`config.mk`:
```
export PLATFORM = sky130hd
export DESIGN_NAME = comp_gpio_regs
export DESIGN_NICKNAME = d
export VERILOG_FILES = /design/src/rtl/comp_regs_pkg.sv /design/src/rtl/cr_addr_dec.sv /design/src/rtl/cr_ctrl_bank.sv /design/src/rtl/cr_gpio_port.sv /design/src/rtl/comp_gpio_regs.sv
export SDC_FILE = /design/constraint.sdc
export NUM_CORES = 1
export LEC_CHECK = 0
export BUFFER_PORTS_ARGS = -buffer_cell sky130_fd_sc_hd__buf_2
export CORE_MARGIN = 2
export CORE_UTILIZATION = 29
export CTS_BUF_LIST = sky130_fd_sc_hd__clkbuf_8
export DETAILED_ROUTE_END_ITERATION = 7
export PLACE_DENSITY = 0.57
export SLEW_MARGIN = 10
export SYNTH_ARGS = -nofsm -noshare
export SYNTH_HDL_FRONTEND = slang
export SYNTH_HIERARCHICAL = 1
export SYNTH_SLANG_ARGS = --single-unit
export TNS_END_PERCENT = 100
```
`constraint.sdc`:
```
create_clock -name clk -period 2.5 [get_ports clk]
set_input_delay 0.125 -clock clk [delete_from_list [all_inputs] [get_ports clk]]
set_output_delay 0.125 -clock clk [all_outputs]
set_load 0.01 [all_outputs]
```
`src/rtl/comp_regs_pkg.sv`:
```
package comp_regs_pkg;

  localparam int REG_W    = 16;
  localparam int NUM_REGS = 11;

  // Order equals word index of the register offset.
  typedef enum logic [3:0] {
    RID_MODE = 4'd0,
    RID_CDET = 4'd1,
    RID_STAT = 4'd2,
    RID_PWR  = 4'd3,
    RID_CCTL = 4'd4,
    RID_IRR  = 4'd5,
    RID_IMR  = 4'd6,
    RID_ISR  = 4'd7,
    RID_GDIR = 4'd8,
    RID_GLVL = 4'd9,
    RID_GRD  = 4'd10,
    RID_NONE = 4'd15
  } reg_id_e;

  localparam logic [REG_W-1:0] STAT_RESET   = 16'h0002;
  localparam int               PWR_TRIG_BIT = 7;
  localparam logic [REG_W-1:0] PWR_SET_MASK = 16'h8040;

endpackage

```
`src/rtl/cr_addr_dec.sv`:
```
module cr_addr_dec
  import comp_regs_pkg::*;
#(
  parameter int ADDR_W = 12
) (
  input  logic [ADDR_W-1:0] addr,
  output reg_id_e           id
);
  localparam int IDX_W = ADDR_W - 2;

  logic [IDX_W-1:0] word_idx;
  assign word_idx = addr[ADDR_W-1:2];

  always_comb begin
    id = RID_NONE;
    if (addr[1:0] == 2'b00) begin
      for (int k = 0; k < NUM_REGS; k++) begin
        if (word_idx == IDX_W'(k)) id = reg_id_e'(k);
      end
    end
  end
endmodule

```
`src/rtl/cr_ctrl_bank.sv`:
```
module cr_ctrl_bank
  import comp_regs_pkg::*;
#(
  parameter int               W        = 16,
  parameter int               TRIG_BIT = 7,
  parameter logic [W-1:0]     SET_MASK = 16'h8040
) (
  input  logic         clk,
  input  logic         rst_n,
  input  logic         wr_en,
  input  reg_id_e      wr_id,
  input  logic [W-1:0] wr_data,
  output logic [W-1:0] mode_q,
  output logic [W-1:0] cdet_q,
  output logic [W-1:0] pwr_q,
  output logic [W-1:0] cctl_q,
  output logic [W-1:0] irr_q,
  output logic [W-1:0] imr_q,
  output logic [W-1:0] isr_q,
  output logic [W-1:0] grd_q
);
  logic [W-1:0] pwr_nx;
  assign pwr_nx = wr_data[TRIG_BIT] ? (wr_data | SET_MASK) : wr_data;

  always_ff @(posedge clk) begin
    if (!rst_n) begin
      mode_q <= '0;
      cdet_q <= '0;
      pwr_q  <= '0;
      cctl_q <= '0;
      irr_q  <= '0;
      imr_q  <= '0;
      isr_q  <= '0;
      grd_q  <= '0;
    end else if (wr_en) begin
      case (wr_id)
        RID_MODE: mode_q <= wr_data;
        RID_CDET: cdet_q <= wr_data;
        RID_PWR:  pwr_q  <= pwr_nx;
        RID_CCTL: cctl_q <= wr_data;
        RID_IRR:  irr_q  <= wr_data;
        RID_IMR:  imr_q  <= wr_data;
        RID_ISR:  isr_q  <= wr_data;
        RID_GRD:  grd_q  <= wr_data;
        default:  ;
      endcase
    end
  end

  // trigger bit written forces the extra bits on
  a_r3_power_bits: assert property (@(posedge clk) disable iff (!rst_n)
    (wr_en && wr_id == RID_PWR && wr_data[TRIG_BIT]) |=> ((pwr_q & SET_MASK) == SET_MASK));
endmodule

```
`src/rtl/cr_gpio_port.sv`:
```
module cr_gpio_port #(
  parameter int N = 16
) (
  input  logic         clk,
  input  logic         rst_n,
  input  logic         dir_we,
  input  logic         lvl_we,
  input  logic [N-1:0] wr_data,
  input  logic [N-1:0] ext_upd,
  input  logic [N-1:0] ext_val,
  output logic [N-1:0] dir_q,
  output logic [N-1:0] lvl_q,
  output logic [N-1:0] gpio_out,
  output logic [N-1:0] gpio_chg
);
  logic [N-1:0] dir_nx;
  logic [N-1:0] lvl_nx;
  logic [N-1:0] eff_nx;
  logic         refresh;

  assign dir_nx  = dir_we ? wr_data : dir_q;
  assign refresh = dir_we | lvl_we;
  assign eff_nx  = lvl_nx & dir_nx;

  always_ff @(posedge clk) begin
    if (!rst_n) dir_q <= '0;
    else        dir_q <= dir_nx;
  end

  for (genvar i = 0; i < N; i++) begin : g_line
    // Bus level write takes precedence over an external update.
    always_comb begin
      if (lvl_we)          lvl_nx[i] = wr_data[i] & dir_q[i];
      else if (ext_upd[i]) lvl_nx[i] = ext_val[i];
      else                 lvl_nx[i] = lvl_q[i];
    end

    always_ff @(posedge clk) begin
      if (!rst_n) begin
        lvl_q[i]    <= 1'b0;
        gpio_out[i] <= 1'b0;
        gpio_chg[i] <= 1'b0;
      end else begin
        lvl_q[i]    <= lvl_nx[i];
        gpio_chg[i] <= refresh & (eff_nx[i] ^ gpio_out[i]);
        if (refresh) gpio_out[i] <= eff_nx[i];
      end
    end
  end

  // stored level holds no bit outside the direction at the time of the write
  a_r4_level_masked: assert property (@(posedge clk) disable iff (!rst_n)
    lvl_we |=> ((lvl_q & ~$past(dir_q)) == '0));

  // driven outputs stay inside the direction mask
  a_r5_out_in_dir: assert property (@(posedge clk) disable iff (!rst_n)
    ((gpio_out & ~dir_q) == '0));

  // change pulses mark exactly the toggled output lines
  a_r5_chg_is_edge: assert property (@(posedge clk) disable iff (!rst_n)
    (gpio_chg == (gpio_out ^ $past(gpio_out))));

  // without a direction or level write the outputs do not move
  a_r7_ext_no_output: assert property (@(posedge clk) disable iff (!rst_n)
    !refresh |=> ($stable(gpio_out) && gpio_chg == '0));
endmodule

```
`src/rtl/comp_gpio_regs.sv`:
```
module comp_gpio_regs
  import comp_regs_pkg::*;
#(
  parameter int ADDR_W = 12,
  parameter int DATA_W = 32,
  parameter int N_GPIO = 16
) (
  input  logic              clk,
  input  logic              rst_n,
  input  logic [ADDR_W-1:0] bus_addr,
  input  logic [DATA_W-1:0] bus_wdata,
  input  logic              bus_we,
  input  logic              bus_re,
  output logic [REG_W-1:0]  bus_rdata,
  input  logic [N_GPIO-1:0] ext_upd,
  input  logic [N_GPIO-1:0] ext_val,
  output logic [N_GPIO-1:0] gpio_out,
  output logic [N_GPIO-1:0] gpio_chg
);
  reg_id_e          acc_id;
  logic [REG_W-1:0] wr16;
  logic             unused_wdata_hi;

  assign wr16            = bus_wdata[REG_W-1:0];
  assign unused_wdata_hi = ^bus_wdata[DATA_W-1:REG_W];

  cr_addr_dec #(.ADDR_W(ADDR_W)) u_dec (
    .addr (bus_addr),
    .id   (acc_id)
  );

  logic [REG_W-1:0] mode_q, cdet_q, pwr_q, cctl_q, irr_q, imr_q, isr_q, grd_q;

  cr_ctrl_bank #(
    .W        (REG_W),
    .TRIG_BIT (PWR_TRIG_BIT),
    .SET_MASK (PWR_SET_MASK)
  ) u_ctrl (
    .clk     (clk),
    .rst_n   (rst_n),
    .wr_en   (bus_we),
    .wr_id   (acc_id),
    .wr_data (wr16),
    .mode_q  (mode_q),
    .cdet_q  (cdet_q),
    .pwr_q   (pwr_q),
    .cctl_q  (cctl_q),
    .irr_q   (irr_q),
    .imr_q   (imr_q),
    .isr_q   (isr_q),
    .grd_q   (grd_q)
  );

  logic [N_GPIO-1:0] dir_q, lvl_q;

  cr_gpio_port #(.N(N_GPIO)) u_gpio (
    .clk      (clk),
    .rst_n    (rst_n),
    .dir_we   (bus_we && acc_id == RID_GDIR),
    .lvl_we   (bus_we && acc_id == RID_GLVL),
    .wr_data  (wr16[N_GPIO-1:0]),
    .ext_upd  (ext_upd),
    .ext_val  (ext_val),
    .dir_q    (dir_q),
    .lvl_q    (lvl_q),
    .gpio_out (gpio_out),
    .gpio_chg (gpio_chg)
  );

  logic [REG_W-1:0] rd_mux;

  always_comb begin
    case (acc_id)
      RID_MODE: rd_mux = mode_q;
      RID_CDET: rd_mux = cdet_q;
      RID_STAT: rd_mux = STAT_RESET;
      RID_PWR:  rd_mux = pwr_q;
      RID_CCTL: rd_mux = cctl_q;
      RID_IRR:  rd_mux = irr_q;
      RID_IMR:  rd_mux = imr_q;
      RID_ISR:  rd_mux = isr_q;
      RID_GDIR: rd_mux = REG_W'(dir_q);
      RID_GLVL: rd_mux = REG_W'(lvl_q);
      RID_GRD:  rd_mux = grd_q;
      default:  rd_mux = '0;
    endcase
  end

  always_ff @(posedge clk) begin
    if (!rst_n)      bus_rdata <= '0;
    else if (bus_re) bus_rdata <= rd_mux;
  end

  // unmapped or misaligned reads return zero
  a_r8_unmapped_zero: assert property (@(posedge clk) disable iff (!rst_n)
    (bus_re && acc_id == RID_NONE) |=> (bus_rdata == '0));

  // read data holds while no read is issued
  a_r9_rdata_hold: assert property (@(posedge clk) disable iff (!rst_n)
    !bus_re |=> $stable(bus_rdata));
endmodule

```
==> Word level (Yosys, flattened, before mapping) <==
Index checks and enable logic that the tools add are counted.
Widths: inputs -> output; s select.
{ "totals": {"output_inout_bits": 48, "rom_bits": 0, "mem_bits_rw": 0, "inputBits": 80, "register_bits": 208, "latchBits": 0, "n_memories": 0} }
{ "op_classes": {"bitwise_logic": 50, "eq_ne": 20, "muxes": 47, "addsub": 0, "shift": 0, "n_reduce_logical": 13, "mul": 0, "order_cmp": 0, "div": 0} }
{ "ops": {"columns": ["op", "n"], "rows": [
  ["$pmux 16 s11", 1],
  ["$mux 4", 12],
  ["$eq 10x3->1 const B", 4],
  ["$and 1x1->1", 32],
  ["$mux 1", 32],
  ["$mux 16", 2],
  ["$eq 10x4->1 const B", 3],
  ["$eq 10x2->1 const B", 2],
  ["$and 16x16->16", 1],
  ["$eq 4x3->1 const B", 4],
  ["$reduce_and 2->1", 8],
  ["$xor 1x1->1", 16],
  ["$eq 4x4->1 const B", 3],
  ["$eq 10x1->1 const B", 1],
  ["$logic_not 10->1", 1],
  ["$eq 4x2->1 const B", 2],
  ["$eq 4x1->1 const B", 1],
  ["$logic_not 4->1", 1],
  ["$logic_and 1x1->1", 2],
  ["$logic_not 2->1", 1],
  ["$or 1x1->1", 1]
]} }

==> Logic depth before layout (Yosys ltp) <==
{ "depth": {"word_depth": 19, "ltp_mapped": 12} }

==> Hierarchy <==
The synthesis kept the hierarchy.
{ "by_module_without_submodules": {"columns": ["module", "cells_each", "area_each_um2", "n_inst", "seq_area_each_um2"], "rows": [
  ["cr_ctrl_bank", 444, 4713.3, 1, 2562.5],
  ["cr_gpio_port", 261, 2782.7, 1, 1281.2],
  ["comp_gpio_regs", 271, 2159.6, 1, 320.3],
  ["cr_addr_dec", 9, 63.8, 1, 0.0]
]} }

==> Worst setup path before layout <==
No wires, ideal clock.
{ "synth_path": {"path_type": "input to register", "start": "in bus_addr[1]", "end": "reg u_gpio.gpio_out[10]", "arrival_ps": 2323, "setup_ps": 114, "path_stages": 10, "slack_ps": 63, "path_cell_list": "nor4_2 > nand3_1 > buf_6 > nor2_1 > and3_1 > buf_6 > buf_12 > mux2i_1 > a211oi_2 > a21o_1"} }
{ "synth_via": {"elab_chain_len": 6, "word_cells_on_any_way": 10, "cone_classes": "2 x eq/ne; 3 x mux; 2 x bitwise; 3 x reduce/logical"} }
{ "synth_rtl": {"columns": ["item", "line_no", "rtl"], "rows": [
  ["start: declaration", "comp_gpio_regs.sv:10", "input logic [ADDR_W-1:0] bus_addr,"],
  ["$logic_not 2->1 (*)", "cr_addr_dec.sv:16", "if (addr[1:0] == 2'b00) begin"],
  ["$mux 4 (*)", "cr_addr_dec.sv:16", null],
  ["net acc_id[0]", "comp_gpio_regs.sv:20", "reg_id_e acc_id;"],
  ["$eq 4x4->1, on equally long branches", "comp_gpio_regs.sv:60, comp_gpio_regs.sv:59", null],
  ["$logic_and 1x1->1, on equally long branches", "comp_gpio_regs.sv:60, comp_gpio_regs.sv:59", null],
  ["$mux 1 or $mux 16 (tied branches)", "cr_gpio_port.sv:33, cr_gpio_port.sv:21", null],
  ["$and 16x16->16", "cr_gpio_port.sv:23", "assign eff_nx = lvl_nx & dir_nx;"],
  ["end signal: indexed assignment", "cr_gpio_port.sv:46", "if (refresh) gpio_out[i] <= eff_nx[i];"],
  ["end: declaration", "cr_gpio_port.sv:13", "output logic [N-1:0] gpio_out,"]
]} }
Mark *: on every way through the listed nets, which the timed path passes. The rest lies on a longest branch.
A chain may end at the register's enable or synchronous reset.

==> Worst setup path in the final report <==
{ "layout_path": {"start": "in bus_addr[9]", "end": "reg u_gpio.gpio_out[10]"} }
{ "layout_via": {"elab_chain_len": 17, "word_cells_on_any_way": 31, "cone_classes": "12 x eq/ne; 14 x mux; 2 x bitwise; 3 x reduce/logical"} }
{ "layout_rtl": {"columns": ["item", "line_no", "rtl"], "rows": [
  ["$logic_not 10->1", "cr_addr_dec.sv:18", "if (word_idx == IDX_W'(k)) id = reg_id_e'(k);"],
  ["$mux 4 (10 in a row)", "cr_addr_dec.sv:18", null],
  ["$mux 4 (*)", "cr_addr_dec.sv:18", null],
  ["$mux 4 (*)", "cr_addr_dec.sv:16", null],
  ["net acc_id[3]", "comp_gpio_regs.sv:20", null],
  ["$eq 4x4->1, on equally long branches", "comp_gpio_regs.sv:60, comp_gpio_regs.sv:59", null],
  ["$logic_and 1x1->1, on equally long branches", "comp_gpio_regs.sv:60, comp_gpio_regs.sv:59", null],
  ["$mux 1 or $mux 16 (tied branches)", "cr_gpio_port.sv:33, cr_gpio_port.sv:21", null],
  ["$and 16x16->16", "cr_gpio_port.sv:23", null]
]} }
Marks and branches as above.

==> flow_summary.ini <==
[clock_network]
cts_root_buf = clkbuf_8
cts_made_buffers = 35
cts.clk_slew.worst_paths_ns = 0.06
clk_latency_ns = 0.52
cts_tree = done
ctsHtreeMaxLevel = 2
numClockSinks = 208
cts_buffer_depth = 3
cts-resized-gates = 0

[placement]
gp_congestion = 0.759
io_buffers = 111
dpl.hpwl_um = 19400
pre_cts_ws_ns = 0.00118

[global_route]
grt.overflow.total = 0
grt_pass1_vias = 7794
grt_pass1_wl_um = 44400
grt_max_degree = 58
grt_antenna_before_repair = 0
grt_usage_pct = 15.9

[floorplan]
ios = 128
num_rows = 67
die_y_um = 187
start_util_pct = 29.2
die_w_um = 187
design.core.area_sq_um = 33300
die-area_sq_um = 35000

[yosys]
ys_ff_latch = 208
syn_nets = 1065
ys_seq_area_share_pct = 42.8
synth-edff-count = 0
synthFlopType = dfxtp_1
avgSynthCellArea_sq_um = 9.87
synthesis.instances = 985
synth_area_sq_um = 9720
synthArstFlopShare_pct = 0
ys_types = 61
synth_warnings = 6

[critical_path]
worst_setup_path_start_kind = input pin
crit_path_end_kind = register
ff2ff_path_depth = 3
reg2reg_slack_ns = 1.13
cp_num_buf_inv = 2
required_ns = 2.95
crit_path_max_incr_delay_ns = 0.48
setup.worst_path.class = in -> reg
critPathSlowestCell = nor4_2
cp_max_fo = 16
r2r-end = bus_rdata[8]
rr_startpoint = u_ctrl/isr_q[8]
critical-path-top-delay-family = simple AND/OR/NAND/NOR gates
path_cells = buf_2, nor4_2, nand3b_1, nor2b_1, and4b_1, buf_12, nor2_2, and3_1, a21o_1
crit_arrival_ns = 2.43

[routing]
dr.pass1.iters = 5
via_per_inst = 4.88
final_antenna_net_count = 0
routedWlPerCell_um = 17.7
drc_errors = 0
drt_iter0_drc = 384
wirelength_um = 28200
via_count = 7762

[finish]
mostFrequentLayoutCells = 208 x mux2i_1, 208 x dfxtp_1, 179 x nand2_1
layout-drive-gt1-share_pct = 21.6
fillers = 3459
multi_input_area_sq_um = 5050
finalNetCount = 1202
register_area_sq_um = 4160
n_antenna_cell = 0
syn_to_final_growth_pct = 20.3

[power]
leakage_nw = 5.02
peakVddDrop_v = 0.000321
power.total_w = 0.00654
pwr_density_cell_nw_per_um2 = 559

[hold_path]
min_to = u_gpio/lvl_q[4]
hp-class = in -> reg
hold_depth = 3
hold_start = ext_val[4]

[timing]
min_period_ns = 1.98
fmax_mhz = 504
clock_skew_ns = 0.0183
setup_viol = 0
finalCritPeriodShare_pct = 79.4
finalHoldViolCount = 0
worst_slack_ns = 0.516
drv_slew = 0
relSlewSlack_pct = 59.6
worst_slew_pin_slew_ns = 0.606
rsz0062_at_grt = false
setup-tns-final_ns = 0

[run_status]
status = finished clean

[run]
maxCapViolations = 0
## Yosys cell counts, types with 6 or more instances
cell type	instances	share of area, %
buf_6	16	1.9
buf_2	22	1.1
nand2_1	179	6.9
nor2_1	25	0.97
o22ai_1	12	0.77
a211oi_1	23	1.8
a21oi_1	22	1.1
buf_4	9	0.70
a22o_1	13	1.2
a21o_1	16	1.2
and3_1	20	1.3
mux2i_1	208	21
a211oi_2	15	1.9
nor2b_1	8	0.51
dfxtp_1	208	43
nand3b_1	31	2.4
clkbuf_1	20	0.77
a31oi_1	6	0.39
o21ai_1	6	0.31
a21boi_1	15	1.2
o21ai_0	8	0.41
nand2b_1	23	1.5
## flip-flops by register name, summed over array words and instances, names as in the netlist
signal / cells
bus_rdata: 16
u_ctrl/mode_q: 16
u_gpio/lvl_q: 16
u_ctrl/grd_q: 16
u_gpio/gpio_chg: 16
u_ctrl/irr_q: 16
u_gpio/dir_q: 16
u_ctrl/pwr_q: 16
u_ctrl/cctl_q: 16
u_ctrl/cdet_q: 16
u_ctrl/imr_q: 16
u_ctrl/isr_q: 16
u_gpio/gpio_out: 16
## worst max path at each step
stage | startpoint | to | depth (start not counted)
after floorplan | bus_addr[1] | u_gpio/gpio_out[10] | 10
final | bus_addr[9] | u_gpio/gpio_out[10] | 9
after global placement | bus_addr[1] | bus_rdata[13] | 9
after CTS | bus_addr[9] | bus_rdata[13] | 9
after detailed placement | bus_addr[1] | bus_rdata[13] | 9
after global routing | bus_addr[9] | u_gpio/gpio_chg[2] | 10
## worst register-to-register path: stages, from the launching register on
cell      delay (ns)
dfxtp_1         0.31
mux4_2          0.46
a22oi_1         0.34
o211ai_1        0.12
## power by group
group          switching, W  leakage (nW)  total [W]  internal [W]
sequential        0.0000148          1.68    0.00335       0.00333
clock               0.00134         0.385    0.00293       0.00160
combinational      0.000162          2.96   0.000259     0.0000977
## area by class of cell
class	count	share of cell area, %
multi-input combinational	699	43.2
sequential	208	35.6
timing repair buffer	171	10.5
clock buffer	45	5.30
tap	448	4.79
clock inverter	12	0.407
inverter	7	0.225
## what timing repair did
action	CTS	global route
hold buffers	16	0
setup buffers	0	0
hold endpoints to repair	18	0
## per-stage QoR
step	cell area, sq um	util, %	instances	hold WS [ns]
2_1_floorplan	9720	-	985	0.271
3_3_place_gp	10900	32.7	1517	0.431
3_5_place_dp	10900	32.7	1517	0.435
4_1_cts	11700	35.1	1590	0.0195
5_1_grt	11700	35.1	1590	0.0490
6_report	11700	35.1	1590	0.0481
## kinds of logic (layout without fill, tap and decap cells)
kind of cell	count (synthesis)	after routing	share of synthesized area (%)
compound gates	165	165	12.9
buf+inv	78	235	5.38
flops	208	208	42.8
mux	213	213	22.5
simple gates	321	321	16.4
## per-layer routing
layer	global-route usage (%)	vias to the layer above	share of wire, %
met3	2.89	51	5.3
met4	5.37	0	2.6
met2	26.1	213	46
met1	21.1	3710	46
met5	0	-	0
li1	-	3788	-
No activity file was read; power rests on OpenSTA's default activity.
